--- src/rtl/prog_listener_pkg.sv ---
package prog_listener_pkg;
  localparam int NUM_CH = 2;

  localparam logic [6:0] CH_F = 7'h46, CH_G = 7'h47, CH_S = 7'h53;
  localparam logic [6:0] CH_A = 7'h41, CH_B = 7'h42, CH_P = 7'h50;
  localparam logic [6:0] CH_Q = 7'h51, CH_U = 7'h55, CH_R = 7'h52;
  localparam logic [6:0] CH_T = 7'h54, CH_PLUS = 7'h2B, CH_MINUS = 7'h2D;
  localparam logic [6:0] CH_STAR = 7'h2A;
  localparam logic [6:0] CMD_UNLISTEN = 7'h3F, CMD_UNTALK = 7'h5F;
  localparam logic [6:0] CMD_DEVCLR = 7'h14, CMD_SELCLR = 7'h04;

  typedef enum logic [2:0] {
    PS_IDLE, PS_FUNC, PS_TB, PS_MODE, PS_SIGN, PS_DIG, PS_STAR
  } parseSt_t;

  typedef struct packed {
    logic       ldFunc;
    logic       ldTb;
    logic       ldModeBit;
    logic       accClr;
    logic       accPush;
    logic       ldLevel;
    logic       setDefaults;
    logic       setBlank;
    logic       clrBlank;
    logic       chSel;
    logic       negSel;
    logic [3:0] code;
  } progStrobe_t;
endpackage

--- src/rtl/prog_listener_ctrl.sv ---
module prog_listener_ctrl
  import prog_listener_pkg::*;
(
  input  logic        clk,
  input  logic        rstN,
  input  logic        busClear,
  input  logic        cmdModeN,
  input  logic        byteValid,
  input  logic [7:0]  byteIn,
  input  logic [4:0]  devAddr,
  output logic        listenActive,
  output logic        talkActive,
  output logic        resetPulse,
  output logic        trigPulse,
  output progStrobe_t stb
);
  parseSt_t st, stNext;
  logic [1:0] digCnt, digCntNext;
  logic chReg, chNext, negReg, negNext;
  logic rstReq, trgReq, redispatch;
  logic [6:0] ch7;
  logic cmdByte, progByte, isCode, isDigit;

  assign ch7      = byteIn[6:0];
  assign cmdByte  = byteValid && !cmdModeN && !busClear;
  assign progByte = byteValid && cmdModeN && listenActive && !busClear;
  assign isCode   = (ch7[6:4] == 3'b011);
  assign isDigit  = isCode && (ch7[3:0] <= 4'd9);

  always_comb begin
    stb = '0;
    stb.code = ch7[3:0];
    stb.chSel = chReg;
    stb.negSel = negReg;
    stNext = st;
    digCntNext = digCnt;
    chNext = chReg;
    negNext = negReg;
    rstReq = 1'b0;
    trgReq = 1'b0;
    redispatch = 1'b0;
    if (cmdByte)
      stb.setDefaults = (ch7 == CMD_DEVCLR) || (ch7 == CMD_SELCLR && listenActive);
    if (progByte) begin
      unique case (st)
        PS_IDLE: redispatch = 1'b1;
        PS_FUNC: begin
          stb.ldFunc = isCode;
          stNext = PS_IDLE;
        end
        PS_TB: begin
          stb.ldTb = isCode && !ch7[3];
          stNext = PS_IDLE;
        end
        PS_MODE: begin
          if (isCode) stb.ldModeBit = 1'b1;
          else redispatch = 1'b1;
        end
        PS_SIGN: begin
          if (ch7 == CH_PLUS || ch7 == CH_MINUS) begin
            stb.accClr = 1'b1;
            negNext = (ch7 == CH_MINUS);
            digCntNext = 2'd0;
            stNext = PS_DIG;
          end else stNext = PS_IDLE;
        end
        PS_DIG: begin
          if (isDigit) begin
            stb.accPush = 1'b1;
            digCntNext = digCnt + 2'd1;
            stNext = (digCnt == 2'd2) ? PS_STAR : PS_DIG;
          end else stNext = PS_IDLE;
        end
        PS_STAR: begin
          stb.ldLevel = (ch7 == CH_STAR);
          stNext = PS_IDLE;
        end
        default: stNext = PS_IDLE;
      endcase
      if (redispatch) begin
        stNext = PS_IDLE;
        unique case (ch7)
          CH_F: stNext = PS_FUNC;
          CH_G: stNext = PS_TB;
          CH_S: stNext = PS_MODE;
          CH_A: begin chNext = 1'b0; stNext = PS_SIGN; end
          CH_B: begin chNext = 1'b1; stNext = PS_SIGN; end
          CH_P: stb.setDefaults = 1'b1;
          CH_Q: stb.setBlank = 1'b1;
          CH_U: stb.clrBlank = 1'b1;
          CH_R: rstReq = 1'b1;
          CH_T: begin rstReq = 1'b1; trgReq = 1'b1; end
          default: ;
        endcase
      end
    end
  end

  always_ff @(posedge clk) begin
    if (!rstN) begin
      st <= PS_IDLE;
      digCnt <= '0;
      chReg <= 1'b0;
      negReg <= 1'b0;
      listenActive <= 1'b0;
      talkActive <= 1'b0;
      resetPulse <= 1'b0;
      trigPulse <= 1'b0;
    end else begin
      resetPulse <= rstReq;
      trigPulse <= trgReq;
      if (busClear) begin
        st <= PS_IDLE;
        listenActive <= 1'b0;
        talkActive <= 1'b0;
      end else begin
        if (stb.setDefaults) st <= PS_IDLE;
        else if (progByte) st <= stNext;
        digCnt <= digCntNext;
        chReg <= chNext;
        negReg <= negNext;
        if (cmdByte) begin
          if (ch7 == CMD_UNLISTEN) listenActive <= 1'b0;
          else if (ch7[6:5] == 2'b01 && ch7[4:0] == devAddr) listenActive <= 1'b1;
          if (ch7 == CMD_UNTALK) talkActive <= 1'b0;
          else if (ch7[6:5] == 2'b10) talkActive <= (ch7[4:0] == devAddr);
        end
      end
    end
  end
endmodule

--- src/rtl/prog_listener_dp.sv ---
module prog_listener_dp
  import prog_listener_pkg::*;
#(
  parameter int LVL_W    = 10,
  parameter int LVL_MAX  = 250,
  parameter int DEF_FUNC = 4,
  parameter int DEF_TB   = 0
) (
  input  logic                          clk,
  input  logic                          rstN,
  input  progStrobe_t                   stb,
  output logic [3:0]                    funcCode,
  output logic [2:0]                    timeBase,
  output logic [7:0]                    modeBits,
  output logic                          displayBlank,
  output logic [NUM_CH-1:0][LVL_W-1:0]  levels
);
  localparam int ACC_W = $clog2(1000);
  localparam int MUL_W = ACC_W + 4;

  logic [ACC_W-1:0] acc;
  logic [MUL_W-1:0] accMul;
  logic             inRange;
  logic signed [LVL_W-1:0] magS, levelVal;

  assign accMul   = {4'b0, acc} * MUL_W'(10) + MUL_W'(stb.code);
  assign inRange  = (acc <= ACC_W'(LVL_MAX));
  assign magS     = LVL_W'(acc);
  assign levelVal = stb.negSel ? -magS : magS;

  always_ff @(posedge clk) begin
    if (!rstN || stb.setDefaults) begin
      funcCode <= 4'(DEF_FUNC);
      timeBase <= 3'(DEF_TB);
      modeBits <= '0;
      displayBlank <= 1'b0;
      acc <= '0;
    end else begin
      if (stb.ldFunc) funcCode <= stb.code;
      if (stb.ldTb) timeBase <= stb.code[2:0];
      if (stb.ldModeBit) modeBits[stb.code[3:1]] <= stb.code[0];
      if (stb.setBlank) displayBlank <= 1'b1;
      else if (stb.clrBlank) displayBlank <= 1'b0;
      if (stb.accClr) acc <= '0;
      else if (stb.accPush) acc <= accMul[ACC_W-1:0];
    end
  end

  for (genvar i = 0; i < NUM_CH; i++) begin : g_level
    always_ff @(posedge clk) begin
      if (!rstN || stb.setDefaults) levels[i] <= '0;
      else if (stb.ldLevel && inRange && (int'(stb.chSel) == i)) levels[i] <= levelVal;
    end
  end
endmodule

--- src/rtl/prog_listener.sv ---
module prog_listener
  import prog_listener_pkg::*;
#(
  parameter int LVL_W    = 10,
  parameter int LVL_MAX  = 250,
  parameter int DEF_FUNC = 4,
  parameter int DEF_TB   = 0
) (
  input  logic             clk,
  input  logic             rstN,
  input  logic             busClear,
  input  logic             cmdModeN,
  input  logic             byteValid,
  input  logic [7:0]       byteIn,
  input  logic [4:0]       devAddr,
  output logic             listenActive,
  output logic             talkActive,
  output logic [3:0]       funcCode,
  output logic [2:0]       timeBase,
  output logic [7:0]       modeBits,
  output logic             displayBlank,
  output logic [LVL_W-1:0] levelA,
  output logic [LVL_W-1:0] levelB,
  output logic             resetPulse,
  output logic             trigPulse
);
  progStrobe_t stb;
  logic [NUM_CH-1:0][LVL_W-1:0] levels;

  prog_listener_ctrl u_ctrl (
    .clk(clk), .rstN(rstN), .busClear(busClear), .cmdModeN(cmdModeN),
    .byteValid(byteValid), .byteIn(byteIn), .devAddr(devAddr),
    .listenActive(listenActive), .talkActive(talkActive),
    .resetPulse(resetPulse), .trigPulse(trigPulse), .stb(stb)
  );

  prog_listener_dp #(
    .LVL_W(LVL_W), .LVL_MAX(LVL_MAX), .DEF_FUNC(DEF_FUNC), .DEF_TB(DEF_TB)
  ) u_dp (
    .clk(clk), .rstN(rstN), .stb(stb), .funcCode(funcCode),
    .timeBase(timeBase), .modeBits(modeBits), .displayBlank(displayBlank),
    .levels(levels)
  );

  assign levelA = levels[0];
  assign levelB = levels[1];
endmodule

--- config.mk ---
export PLATFORM = sky130hd
export DESIGN_NAME = prog_listener
export DESIGN_NICKNAME = d
export VERILOG_FILES = /design/src/rtl/prog_listener_pkg.sv /design/src/rtl/prog_listener_ctrl.sv /design/src/rtl/prog_listener_dp.sv /design/src/rtl/prog_listener.sv
export SDC_FILE = /design/constraint.sdc
export NUM_CORES = 1
export LEC_CHECK = 0
export BUFFER_PORTS_ARGS = -buffer_cell sky130_fd_sc_hd__buf_2
export CAP_MARGIN = 20
export CORE_ASPECT_RATIO = 1.5
export CORE_MARGIN = 1
export CORE_UTILIZATION = 57
export CTS_BUF_LIST = sky130_fd_sc_hd__clkbuf_8
export CTS_CLUSTER_SIZE = 30
export DETAILED_ROUTE_END_ITERATION = 10
export PLACE_DENSITY_LB_ADDON = 0.1
export SLEW_MARGIN = 20
export SYNTH_ARGS = -nofsm -noshare
export SYNTH_HDL_FRONTEND = slang
export SYNTH_HIERARCHICAL = 1
export SYNTH_SLANG_ARGS = --single-unit
--- constraint.sdc ---
create_clock -name clk -period 4.4 [get_ports clk]
set_clock_uncertainty 0.05 [all_clocks]
set_input_delay 0.88 -clock clk [delete_from_list [all_inputs] [get_ports clk]]
set_output_delay 0.88 -clock clk [all_outputs]
set_load 0.02 [all_outputs]
Word level (Yosys, flattened, before mapping):

Cells that the tools add are included.

* register bits: 57
* bits in writable memories: 0
* ROM bits: 0
* input bits: 18
* bits in latches: 0
* output and inout port bits: 40
* memories kept: 0

* multipliers: 1
* mux-type cells: 40
* add/sub/neg operators: 3
* bitwise gates (word level): 3
* reductions and logical operators: 39
* equal/unequal tests: 31
* shift operators: 0
* magnitude comparators: 4
* div/mod/pow operators: 0

Operator list (count)
* 7-bit == test (second input constant): 11
* 7-bit by 6-bit == test with 1-bit output (second input constant): 4
* 1-bit 2-to-1 mux: 24
* 1-bit logical AND: 13
* 3-bit 2-to-1 mux: 4
* 3-bit case mux with 4 select lines: 1
* 10-bit by 4-bit adder with 10-bit output: 1
* 10-bit by 8-bit less-or-equal comparator with 1-bit output (second input constant): 1
* 10-bit by 3-bit multiplier with 9-bit output (second input constant): 1
* 10-bit 2-to-1 mux: 1
* 10-bit negation: 1
* 2-bit nonzero test: 5
* 2-bit OR reduction: 5
* 3-bit by 2-bit == test with 1-bit output (second input constant): 3
* 3-bit == test (second input constant): 3
* 9-bit 2-to-1 mux: 1
* 3-bit case mux with 3 select lines: 1
* 8-bit bitwise mux: 1
* 4-bit AND reduction: 2
* 7-bit by 3-bit == test with 1-bit output (second input constant): 1
* 7-bit by 5-bit == test with 1-bit output (second input constant): 1
* 2-bit 2-to-1 mux: 3
* 2-bit by 1-bit != test with 1-bit output (second input constant): 3
* 2-bit AND reduction: 3
* 18 further kinds: 27

Depth between registers and ports, before layout:

* depth after elaboration: 9
* depth in mapped cells: 11
* depth with buffers taken out: 8

Cells and area by module:

Netlist, hierarchy kept.

Modules (own cells, without submodules)
* prog_listener_dp: seq. area each 920.9 um^2, area each 2424.8 um^2, cells an instance 251, instances 1
* prog_listener_ctrl: seq. area each 220.2 um^2, area each 1013.5 um^2, cells an instance 131, instances 1

Worst setup path before layout:

No wires, ideal clock.

* path type: in2reg
* start: input busClear
* end: register u_dp.acc[8]
* stages: 9
* path slack: 1358 ps
* path buffers: 2
* data arrival time: 2868 ps
* cell sequence: or3b_1 -> or4_1 -> nand2_1 -> nand2b_1 -> clkbuf_1 -> or2_2 -> clkbuf_1 -> o21bai_1 -> nor3_1

RTL lines
* from (decl): RTL line prog_listener.sv:11 `input logic busClear,`
* to (signal assigned): RTL line prog_listener_dp.sv:45 `else if (stb.accPush) acc <= accMul[ACC_W-1:0];`
* to (decl): RTL line prog_listener_dp.sv:21 `logic [ACC_W-1:0] acc;`

Worst setup path after layout:

* start: register u_dp.acc[3]
* end: register u_dp.acc[9]

* cells in the longest elaborated chain, start to end: 2

RTL lines
* 10-bit by 3-bit multiplier with 9-bit output: RTL line prog_listener_dp.sv:26 `assign accMul = {4'b0, acc} * MUL_W'(10) + MUL_W'(stb.code);`
* 10-bit by 4-bit adder with 10-bit output: RTL line prog_listener_dp.sv:26

Every way passes these cells.
A chain may end at the register's enable or synchronous reset.

==> reports/metrics.cfg <==
[critical_path]
ff2ff_setup_slack_ps = 1440
critPathCaptureType = register
worstRegToRegCells = 8
cp_slowest_cell = dfxtp_1
path_max_fanout = 8
r2r-end = u_dp/acc[9]$_SDFFE_PP0P_
critPathKind = reg2reg
cp.required_ps = 4600
start_kind = register
path_buf_inv = 0
r2r-start = u_dp/acc[3]$_SDFFE_PP0P_
arrival_ps = 3160
critPathMaxStageDelay_ps = 520
critPathTopFamily = adder cells
cp_cell_sequence = ha_1, ha_1, fa_1, a211oi_2, o22ai_1, nor4b_4, xnor3_1, a211oi_2
path_depth = 8

[die]
initial_core_util_pct = 59.0
core.rowCount = 34
coreArea_sq_um = 5830
die_area_sq_um = 6350
die-height_um = 97.1
die_width_um = 65.4
ioPinCount = 58

[placed_design]
hpwl_um = 5050
gp_congestion = 0.883
pre_cts_ws_ps = 1180
portBuffers = 56

[clock_network]
cts_hold_buf = 0
tritoncts = yes
cts_made_buffers = 9
htree_levels = 3
clkSlewWorstSetupHoldPaths_ps = 60
cts_resized = 0
post_cts_buffers = 0
cts_buffer_depth = 2
cts_sinks = 57
cts-root-buf = clkbuf_8
clock_latency_ps = 330

[synthesis]
yosysSeqAreaShare_pct = 33.2
ys_seq_elements = 57
synthArstFlopShare_pct = 0
yosysWarnings = 6
synth_edf_count = 0
postSynthCellCount = 382
synth-main-ff-cell = dfxtp_1
netlist-cell-type-count = 60
synth_nets = 419
syn_avg_cell_area_sq_um = 9.00
syn_area_sq_um = 3440

[global_route]
grt_max_degree = 38
top_usage_layer = met2
antenna_found_initial = 0
grt_overflow = 0
met1_usage_pct = 30.9
grt_usage_pct = 24.0
first_global_vias = 2631
met3_usage_pct = 4.46
grt_first_pass_wirelength_um = 12100
grt_util_met2_pct = 37.7

[layout]
area_delta_synth_final_pct = 11.4
diodes = 0
drive_gt1_share_pct = 22.0
final_cell_mix = nor2_1 (64), dfxtp_1 (57), buf_2 (56), mux2i_1 (40)
nNetsFinal = 459
final_common_cell = nor2_1

[sta]
min_period_ps = 2960
tightest_slew_ps = 802
fin_ws_ps = 1440
rsz0062_at_grt = false
setup_tns_ps = 0
hold_viol = 0
fmax_ghz = 0.338
slew_headroom_pct = 46.0
finalCritPeriodShare_pct = 67.3
final_max_slew_viol_count = 0
setup_viol = 0

[min_path]
holdPathStages = 1
min_path_type = reg2reg
hold_start = u_ctrl/digCnt[0]$_SDFFE_PN0P_
hold_path_end = u_ctrl/digCnt[0]$_SDFFE_PN0P_

[power_and_ir_drop]
p_per_area_nw_per_um2 = 255
irDropWorstVdd_uv = 215
p_leak_nw = 1.79

[outcome]
status = completed

[route]
route.vias.total = 2812
wirelength_um = 7140
vias_per_cell = 5.64
antenna_left = 0
drcViolationCount = 0
wl_per_cell_um = 14.3
first_pass_iters = 4
drtIter0Drc = 156

[run]
max-cap-violations = 0

## synth_stat cells (all sizes together) (5+ instances only)
| library cell | count | area share, % |
|---|---|---|
| nor2 | 65 | 7.2 |
| dfxtp | 57 | 33 |
| mux2i | 40 | 12 |
| xnor2 | 18 | 4.8 |
| ha | 17 | 6.2 |
| buf | 15 | 3.2 |
| o21ai | 15 | 2.2 |
| clkbuf | 14 | 1.5 |
| nor3 | 14 | 2.3 |
| nand2 | 13 | 1.4 |
| a21oi | 10 | 1.5 |
| nand2b | 9 | 1.6 |
| a211oi | 8 | 2.2 |
| inv | 7 | 0.76 |
| nor2b | 7 | 1.3 |
| nand4b | 6 | 2.0 |
| xor2 | 6 | 1.5 |
| nand3 | 5 | 0.73 |
| nand4 | 5 | 0.91 |
## layer usage
metal,wire [um],share of wire (%)
met3,248,3.5
met5,0,0
met2,3440,48
met4,213,3.0
met1,3240,45
## report_power, final
group          internal (mW)  leakage [nW]  switching, mW  total, mW
sequential             0.516         0.459      0.0000103      0.516
combinational         0.0203          1.24         0.0375     0.0578
clock                  0.197        0.0860          0.204      0.402
total                  0.734          1.79          0.242      0.975
## logic make-up (layout without fill, tap and decap cells)
kind of cell	Yosys count	after routing	share of synthesized area [%]
AND/OR/NAND/NOR	152	152	25.0
adder cells (fa/ha/maj)	19	19	7.35
multiplexers	40	40	11.6
flip-flops	57	57	33.2
AO/OA/AOI/OAI	53	53	10.4
XOR/XNOR	25	25	6.99
buffers and inverters	36	81	5.49
## worst reg2reg max path, stage by stage, from the launching register on
cell and delay [ps]:
dfxtp_1 520, ha_1 300, ha_1 240, fa_1 430, a211oi_2 310, o22ai_1 170, nor4b_4 250, xnor3_1 380
a211oi_2 230
## metrics by stage
step / hold slack, ps / total power [mW] / cell area (sq um) / util, % / cells
floorplan: 378 / 0.572 / 3440 / - / 382
global placement: 394 / 0.583 / 3660 / 62.8 / 483
detailed placement: 410 / 0.585 / 3660 / 62.8 / 483
CTS: 419 / 0.991 / 3820 / 65.6 / 499
global route: 441 / 1.02 / 3830 / 65.7 / 499
finish: 414 / 0.975 / 3830 / 65.7 / 499
## flip-flops by register name, summed over array words and instances (netlist names), 2 cells and up
| signal | cells |
|---|---|
| u_dp/levels | 20 |
| u_dp/acc | 10 |
| u_dp/modeBits | 8 |
| u_dp/funcCode | 4 |
| u_ctrl/st | 3 |
| u_dp/timeBase | 3 |
| u_ctrl/digCnt | 2 |
## how the worst max path moves through the flow
stage	start	endpoint	slack [ps]
CTS	u_dp/acc[3]$_SDFFE_PP0P_	u_dp/acc[9]$_SDFFE_PP0P_	1440
floorplan	busClear	u_dp/acc[8]$_SDFFE_PP0P_	1360
global placement	byteIn[2]	u_dp/acc[8]$_SDFFE_PP0P_	1200
detailed placement	byteIn[2]	u_dp/acc[8]$_SDFFE_PP0P_	1180
finish	u_dp/acc[3]$_SDFFE_PP0P_	u_dp/acc[9]$_SDFFE_PP0P_	1440
global route	u_dp/acc[1]$_SDFFE_PP0P_	u_dp/acc[9]$_SDFFE_PP0P_	1280
## final cells by class
| class | instances | area (sq um) |
|---|---|---|
| fill | 499 | 2000 |
| clock buffer | 9 | 124 |
| clock inverter | 7 | 38.8 |
| multi-input combinational | 289 | 2110 |
| timing repair buffer | 58 | 295 |
| sequential | 57 | 1140 |
| tap | 72 | 90.1 |
| inverter | 7 | 26.3 |
Note: power is estimated with default switching activity, not from simulation.
